===== src/rtl/srx_pkg.sv =====
package srx_pkg;

    typedef enum logic [2:0] {
        ST_IDLE,
        ST_START,
        ST_DATA,
        ST_PARITY,
        ST_STOP
    } rx_state_e;

    typedef struct packed {
        logic [8:0] data;
        logic       addr_bit;
        logic       stop_ok;
        logic       par_err;
    } frame_t;

    function automatic logic [3:0] bits_for_sel(input logic [2:0] sel);
        return (sel <= 3'd4) ? ({1'b0, sel} + 4'd5) : 4'd8;
    endfunction

endpackage


===== src/rtl/srx_tick_gen.sv =====
module srx_tick_gen #(
    parameter int unsigned DIV_W = 16
) (
    input  logic             clk,
    input  logic             rst_n,
    input  logic [DIV_W-1:0] divisor,
    output logic             tick
);
    typedef struct packed {
        logic [DIV_W-1:0] cnt;
    } tick_st_t;

    tick_st_t st_d, st_q;

    always_comb begin
        st_d   = st_q;
        tick   = (st_q.cnt >= divisor);
        st_d.cnt = tick ? '0 : st_q.cnt + 1'b1;
    end

    always_ff @(posedge clk or negedge rst_n) begin
        if (!rst_n) st_q <= '0;
        else        st_q <= st_d;
    end
endmodule


===== src/rtl/srx_sampler.sv =====
module srx_sampler
    import srx_pkg::*;
#(
    parameter int unsigned OVS_LOG2    = 4,
    parameter int unsigned SYNC_STAGES = 2
) (
    input  logic       clk,
    input  logic       rst_n,
    input  logic       rx_line,
    input  logic       enable,
    input  logic       tick,
    input  logic       double_speed,
    input  logic [2:0] len_sel,
    input  logic [1:0] parity_mode,
    output logic       frame_end,
    output frame_t     frame
);
    localparam int unsigned CNT_W = OVS_LOG2;
    localparam logic [CNT_W-1:0] LAST_N = '1;
    localparam logic [CNT_W-1:0] LAST_D = CNT_W'((2 ** (OVS_LOG2 - 1)) - 1);
    localparam logic [CNT_W-1:0] MID_N  = CNT_W'(2 ** (OVS_LOG2 - 1));
    localparam logic [CNT_W-1:0] MID_D  = CNT_W'(2 ** (OVS_LOG2 - 2));

    typedef struct packed {
        rx_state_e              state;
        logic [CNT_W-1:0]       cnt;
        logic [3:0]             bit_idx;
        logic [1:0]             votes;
        logic [8:0]             shift;
        logic                   par_bit;
        logic [SYNC_STAGES-1:0] sync;
    } smp_st_t;

    smp_st_t st_d, st_q;

    logic             line;
    logic             vote;
    logic [CNT_W-1:0] last_cnt;
    logic [CNT_W-1:0] mid_cnt;
    logic [CNT_W-1:0] first_cnt;
    logic [CNT_W-1:0] decide_cnt;
    logic [3:0]       nbits;
    logic             par_en;

    always_comb begin
        st_d       = st_q;
        line       = st_q.sync[SYNC_STAGES-1];
        last_cnt   = double_speed ? LAST_D : LAST_N;
        mid_cnt    = double_speed ? MID_D : MID_N;
        first_cnt  = mid_cnt - 1'b1;
        decide_cnt = mid_cnt + 1'b1;
        nbits      = bits_for_sel(len_sel);
        par_en     = parity_mode[1];
        vote       = (st_q.votes[0] & st_q.votes[1]) |
                     (st_q.votes[0] & line) |
                     (st_q.votes[1] & line);

        st_d.sync = {st_q.sync[SYNC_STAGES-2:0], rx_line};

        frame_end      = 1'b0;
        frame.data     = st_q.shift;
        frame.addr_bit = st_q.shift[nbits - 4'd1];
        frame.stop_ok  = vote;
        frame.par_err  = par_en & (st_q.par_bit ^ (^st_q.shift) ^ parity_mode[0]);

        if (!enable) begin
            st_d.state = ST_IDLE;
        end else if (tick) begin
            if (st_q.state == ST_IDLE) begin
                if (!line) begin
                    st_d.state   = ST_START;
                    st_d.cnt     = {{(CNT_W-1){1'b0}}, 1'b1};
                    st_d.bit_idx = '0;
                    st_d.shift   = '0;
                    st_d.par_bit = 1'b0;
                end
            end else begin
                st_d.cnt = (st_q.cnt == last_cnt) ? '0 : st_q.cnt + 1'b1;
                if (st_q.cnt == first_cnt) st_d.votes[0] = line;
                if (st_q.cnt == mid_cnt)   st_d.votes[1] = line;
                if (st_q.cnt == decide_cnt) begin
                    unique case (st_q.state)
                        ST_START:  if (vote) st_d.state = ST_IDLE;
                        ST_DATA:   st_d.shift[st_q.bit_idx] = vote;
                        ST_PARITY: st_d.par_bit = vote;
                        ST_STOP: begin
                            frame_end  = 1'b1;
                            st_d.state = ST_IDLE;
                        end
                        default: ;
                    endcase
                end
                if (st_q.cnt == last_cnt) begin
                    unique case (st_q.state)
                        ST_START: begin
                            st_d.state   = ST_DATA;
                            st_d.bit_idx = '0;
                        end
                        ST_DATA: begin
                            if (st_q.bit_idx == nbits - 4'd1)
                                st_d.state = par_en ? ST_PARITY : ST_STOP;
                            else
                                st_d.bit_idx = st_q.bit_idx + 4'd1;
                        end
                        ST_PARITY: st_d.state = ST_STOP;
                        default: ;
                    endcase
                end
            end
        end
    end

    always_ff @(posedge clk or negedge rst_n) begin
        if (!rst_n) begin
            st_q       <= '0;
            st_q.state <= ST_IDLE;
            st_q.sync  <= '1;
        end else begin
            st_q <= st_d;
        end
    end
endmodule


===== src/rtl/srx_result_reg.sv =====
module srx_result_reg
    import srx_pkg::*;
(
    input  logic       clk,
    input  logic       rst_n,
    input  logic       frame_end,
    input  frame_t     frame,
    input  logic       mp_filter,
    input  logic       rd_strobe,
    output logic       commit,
    output logic [7:0] rx_data,
    output logic       rx_bit8,
    output logic       rx_ready,
    output logic       err_frame,
    output logic       err_overrun,
    output logic       err_parity
);
    typedef struct packed {
        logic [7:0] data;
        logic       b8;
        logic       ready;
        logic       fe;
        logic       dor;
        logic       pe;
    } hold_st_t;

    hold_st_t st_d, st_q;

    always_comb begin
        st_d   = st_q;
        commit = frame_end & (~mp_filter | frame.addr_bit);
        if (rd_strobe) st_d.ready = 1'b0;
        if (commit) begin
            st_d.data  = frame.data[7:0];
            st_d.b8    = frame.data[8];
            st_d.fe    = ~frame.stop_ok;
            st_d.pe    = frame.par_err;
            st_d.dor   = st_q.ready & ~rd_strobe;
            st_d.ready = 1'b1;
        end
    end

    always_ff @(posedge clk or negedge rst_n) begin
        if (!rst_n) st_q <= '0;
        else        st_q <= st_d;
    end

    assign rx_data     = st_q.data;
    assign rx_bit8     = st_q.b8;
    assign rx_ready    = st_q.ready;
    assign err_frame   = st_q.fe;
    assign err_overrun = st_q.dor;
    assign err_parity  = st_q.pe;
endmodule


===== src/rtl/serial_rx_core.sv =====
module serial_rx_core
    import srx_pkg::*;
#(
    parameter int unsigned DIV_W       = 16,
    parameter int unsigned OVS_LOG2    = 4,
    parameter int unsigned SYNC_STAGES = 2
) (
    input  logic             clk,
    input  logic             rst_n,
    input  logic             rx_line,
    input  logic             rx_enable,
    input  logic             double_speed,
    input  logic [DIV_W-1:0] divisor,
    input  logic [2:0]       len_sel,
    input  logic [1:0]       parity_mode,
    input  logic             mp_filter,
    input  logic             irq_enable,
    input  logic             rd_strobe,
    output logic [7:0]       rx_data,
    output logic             rx_bit8,
    output logic             rx_ready,
    output logic             err_frame,
    output logic             err_overrun,
    output logic             err_parity,
    output logic             irq
);
    logic   tick;
    logic   frame_end;
    logic   commit;
    frame_t frame;

    srx_tick_gen #(.DIV_W(DIV_W)) u_tick (
        .clk     (clk),
        .rst_n   (rst_n),
        .divisor (divisor),
        .tick    (tick)
    );

    srx_sampler #(.OVS_LOG2(OVS_LOG2), .SYNC_STAGES(SYNC_STAGES)) u_smp (
        .clk          (clk),
        .rst_n        (rst_n),
        .rx_line      (rx_line),
        .enable       (rx_enable),
        .tick         (tick),
        .double_speed (double_speed),
        .len_sel      (len_sel),
        .parity_mode  (parity_mode),
        .frame_end    (frame_end),
        .frame        (frame)
    );

    srx_result_reg u_hold (
        .clk         (clk),
        .rst_n       (rst_n),
        .frame_end   (frame_end),
        .frame       (frame),
        .mp_filter   (mp_filter),
        .rd_strobe   (rd_strobe),
        .commit      (commit),
        .rx_data     (rx_data),
        .rx_bit8     (rx_bit8),
        .rx_ready    (rx_ready),
        .err_frame   (err_frame),
        .err_overrun (err_overrun),
        .err_parity  (err_parity)
    );

    assign irq = rx_ready & irq_enable;
endmodule


===== config.mk =====
export PLATFORM = sky130hd
export DESIGN_NAME = serial_rx_core
export DESIGN_NICKNAME = d
export VERILOG_FILES = /design/src/rtl/srx_pkg.sv /design/src/rtl/srx_tick_gen.sv /design/src/rtl/srx_sampler.sv /design/src/rtl/srx_result_reg.sv /design/src/rtl/serial_rx_core.sv
export SDC_FILE = /design/constraint.sdc
export NUM_CORES = 1
export LEC_CHECK = 0
export ABC_AREA = 1
export BUFFER_PORTS_ARGS = -buffer_cell sky130_fd_sc_hd__buf_4
export CAP_MARGIN = 0
export CELL_PAD_IN_SITES_DETAIL_PLACEMENT = 1
export CELL_PAD_IN_SITES_GLOBAL_PLACEMENT = 2
export CORE_ASPECT_RATIO = 1.4
export CORE_UTILIZATION = 30
export CTS_CLUSTER_DIAMETER = 60
export DETAILED_ROUTE_END_ITERATION = 10
export GPL_TIMING_DRIVEN = 1
export PLACE_DENSITY_LB_ADDON = 0.2
export SETUP_SLACK_MARGIN = 0.3
export SLEW_MARGIN = 20
export SYNTH_ARGS = -nofsm -noshare
export SYNTH_HDL_FRONTEND = slang
export SYNTH_SLANG_ARGS = --single-unit

===== constraint.sdc =====
create_clock -name clk -period 2.2 [get_ports clk]
set_clock_uncertainty 0.1 [all_clocks]
set_input_delay 0.33 -clock clk [delete_from_list [all_inputs] [get_ports clk]]
set_output_delay 0.33 -clock clk [all_outputs]
set_load 0.02 [all_outputs]

==> flow_metrics.py <==
metrics = {
    "logic_synthesis": {
        "ys_types": 37,
        "seq_area_frac_synth_pct": 36.5,
        "synth_top_flop_cell": "dfrtp_1",
        "synth_area_leaders": "dfrtp_1 35%, nand2_1 12%, ha_1 9.1%",
        "synthArstFlopShare_pct": 100,
        "synthTopCellsByCount": "120 x nand2_1, 68 x inv_1, 52 x dfrtp_1",
        "yosysWarnings": 0,
        "synth_area_um2": 3700,
        "ys_ff_latch": 54,
        "synth_top_area_cell": "dfrtp_1",
        "synth_nets": 550,
        "synth_most_common_cell": "nand2_1",
        "syn_avg_cell_area_um2": 7.50,
        "synth-edff-count": 0,
        "synth_cells": 494,
        "synth.top_cell.area_share_pct": 35.1,
    },
    "timing": {
        "finalSetupTns_ns": 0,
        "rsz0062_at_grt": "yes",
        "period_minus_slack_ns": 2.10,
        "timing.fmax_mhz": 475,
        "setup_viol": 0,
        "period_share_pct": 95.7,
        "finalMaxSlewViolations": 0,
        "tightest_slew_ns": 0.718,
        "hold_viol_final": 17,
        "maxSlewHeadroom_pct": 52.1,
        "hold_ws_ns": -0.0277,
    },
    "drt": {
        "viasPerCell": 4.82,
        "drtAntennaViolNets": 0,
        "firstDrtPassIters": 4,
        "wl_um": 10400,
        "wl_per_cell_um": 14.2,
        "drc": 0,
        "drtIter0Drc": 74,
        "vias": 3520,
    },
    "cts": {
        "cts_tree": "done",
        "htreeDepth": 2,
        "path_clk_slew_ns": 0.07,
        "cts_root_buf": "clkbuf_16",
        "cts_inserted_buffers": 5,
        "clk-insertion-delay-late_ns": 0.30,
        "max-clock-path-buffers": 2,
        "cts.sinks": 54,
    },
    "layout": {
        "fin_area_um2": 5110,
        "fillerInstances": 1455,
        "drive_gt1_share_pct": 32.2,
        "area_growth_pct": 37.9,
        "stdcell_count": 730,
        "n_antenna_cell": 0,
        "fin_util_pct": 42.8,
        "fin_nets": 638,
    },
    "global_route": {
        "antenna_found_initial": 0,
        "grt_pass1_wl_um": 16900,
        "grt-ovfl-total": 0,
        "grt_max_degree": 55,
        "grtUsageTotal_pct": 16.9,
        "grt_pass1_vias": 3684,
    },
    "power_and_ir_drop": {
        "vdd_drop_max_mv": 0.352,
        "comb_power_share_pct": 44.2,
        "power.share.clock_pct": 21.5,
        "internal_power_mw": 2.57,
        "power_leakage_nw": 2.58,
        "seqPwrFrac_pct": 34.3,
        "netSwitchingFraction_pct": 39.3,
        "netSwitchingPower_mw": 1.66,
        "power_density_nw_per_um2": 829,
    },
    "placement": {
        "hpwl_um": 7770,
        "gp_congestion": 0.793,
        "place_area_um2": 4360,
        "numPortBuffers": 42,
        "dp.cells": 700,
    },
    "worst_setup_path": {
        "critPathArrivalTime_ns": 2.19,
        "path_class": "flop to flop",
        "path_max_fanout": 7,
        "cp-start-kind": "flop",
        "end_kind": "flop",
        "cp_data_required_time_ns": 2.28,
    },
    "run": {
        "drv_cap": 0,
    },
    "die": {
        "die_area_um2": 12800,
        "core_area_um2": 11900,
        "die_h_um": 133,
        "io_pins": 43,
        "die_x_um": 95.9,
        "initial_core_util_pct": 31.0,
        "row_count": 47,
    },
    "run_status": {
        "violations": "negative hold slack",
        "status": "finished with violations",
    },
    "worst_hold_path": {
        "min_path_type": "primary input to asynchronous set/reset pin",
    },
}
[power groups by stage]
stage / registers [mW] / logic (mW) / clock network, mW
2_1_floorplan: 1.40 / 1.12 / 0
3_3_place_gp: 1.46 / 1.46 / 0
3_5_place_dp: 1.46 / 1.52 / 0
4_1_cts: 1.44 / 1.65 / 0.932
5_1_grt: 1.49 / 2.14 / 0.965
6_report: 1.45 / 1.87 / 0.910
[final cells by class]
type                    count  area, µm²  share of cell area [%]
clock buffers               5        125                    2.45
clock inverters             3       40.0                   0.784
inverters                  74        292                    5.71
multi-input cells         360       2380                    46.6
flip-flops and latches     54       1360                    26.5
well taps                 147        184                    3.60
repair buffers             86        723                    14.2
repair inverters            1       8.76                   0.171
[state kept, by name (all words and copies together) (netlist names)]
name,flops
u_smp.frame,9
u_hold.err_parity,1
u_tick.st_q,16
u_hold.err_frame,1
u_hold.rx_data,8
u_smp.st_q,14
u_hold.err_overrun,1
u_hold.rx_ready,1
u_hold.rx_bit8,1
u_smp.line,1
u_smp.st_d,1
[per-layer routing]
metal  GRT usage, %  part of all wire, %  vias to the layer above
met5              0                    0                        -
met4           4.56                  1.4                        0
met3           1.88                  1.7                        9
met2           32.7                   56                       33
met1           18.9                   40                     1704
li1               -                    -                     1774
[cells in the final DEF, fill, tap and decap left out, drive strengths merged, types with 2 or more instances in the layout]
cell and instances:
buf 85, nand4 7, inv 72, nor3 12, clkinv 4, a211oi 5
dfrtp 52, o21a 3, clkbuf 6, nor2 46, a31oi 2, dfstp 2
nand3b 3, xor2 11, a311oi 2, a21oi 28, nand2 131, nor3b 3
ha 27, o21ai 33, nand3 37, xnor2 7
[cells by family (layout without fill, tap and decap cells)]
kind of cell	Yosys count	in the layout	synth area share, %
AO/OA/AOI/OAI	74	74	10.9
adder cells (fa/ha/maj)	27	27	9.12
XOR/XNOR	18	18	4.26
flip-flops	54	54	36.5
buffers and inverters	81	169	8.88
AND/OR/NAND/NOR	240	241	30.3
[path summary, 6_finish.rpt]
check | startpoint | endpoint | slack (ns) | cells after the start
hold / removal | rst_n | u_smp.st_q[21] | -0.03 | 1
setup / recovery | u_tick.st_q[1] | u_smp.frame[3] | 0.1 | 12
hold reg to reg | u_smp.st_d[1] | u_smp.line | 0.26 | 0
max in group asynchronous | rst_n | u_tick.st_q[1] | 1.49 | 1
min in group clk | rx_line | u_smp.st_d[1] | 0.04 | 1
setup reg to reg | u_tick.st_q[1] | u_smp.frame[3] | 0.1 | 12
[critical path: stages (launching register included)]
cell and delay, ns:
dfrtp_2 0.44, ha_4 0.28, a21oi_2 0.06, o21ai_2 0.15, nand2_1 0.08, nand2_1 0.09, nand2_1 0.09, nand3_4 0.11
buf_6 0.15, nand4_4 0.15, buf_6 0.18, nand2_1 0.05, o21ai_1 0.06
[stage by stage]
stage | worst slack [ns] | power [mW] | hold slack [ns]
detailed placement | -0.290 | 2.98 | 0.248
floorplan | 0.0475 | 2.52 | -0.0656
global route | -0.0359 | 4.60 | 0.0335
finish | 0.0951 | 4.24 | -0.0277
CTS | 0.0684 | 4.02 | 0.0134
global placement | -0.249 | 2.92 | 0.248
[repair_timing]
action | CTS | global route
pin swaps | 18 | 30
hold buffers | 0 | 0
cloned | 1 | 2
endpoints found under the hold margin | 0 | 0
buffers inserted | 9 | 10
resized for setup | 34 | 68
setup endpoints to repair | 44 | 52
Power figures use the tool's default switching activity.
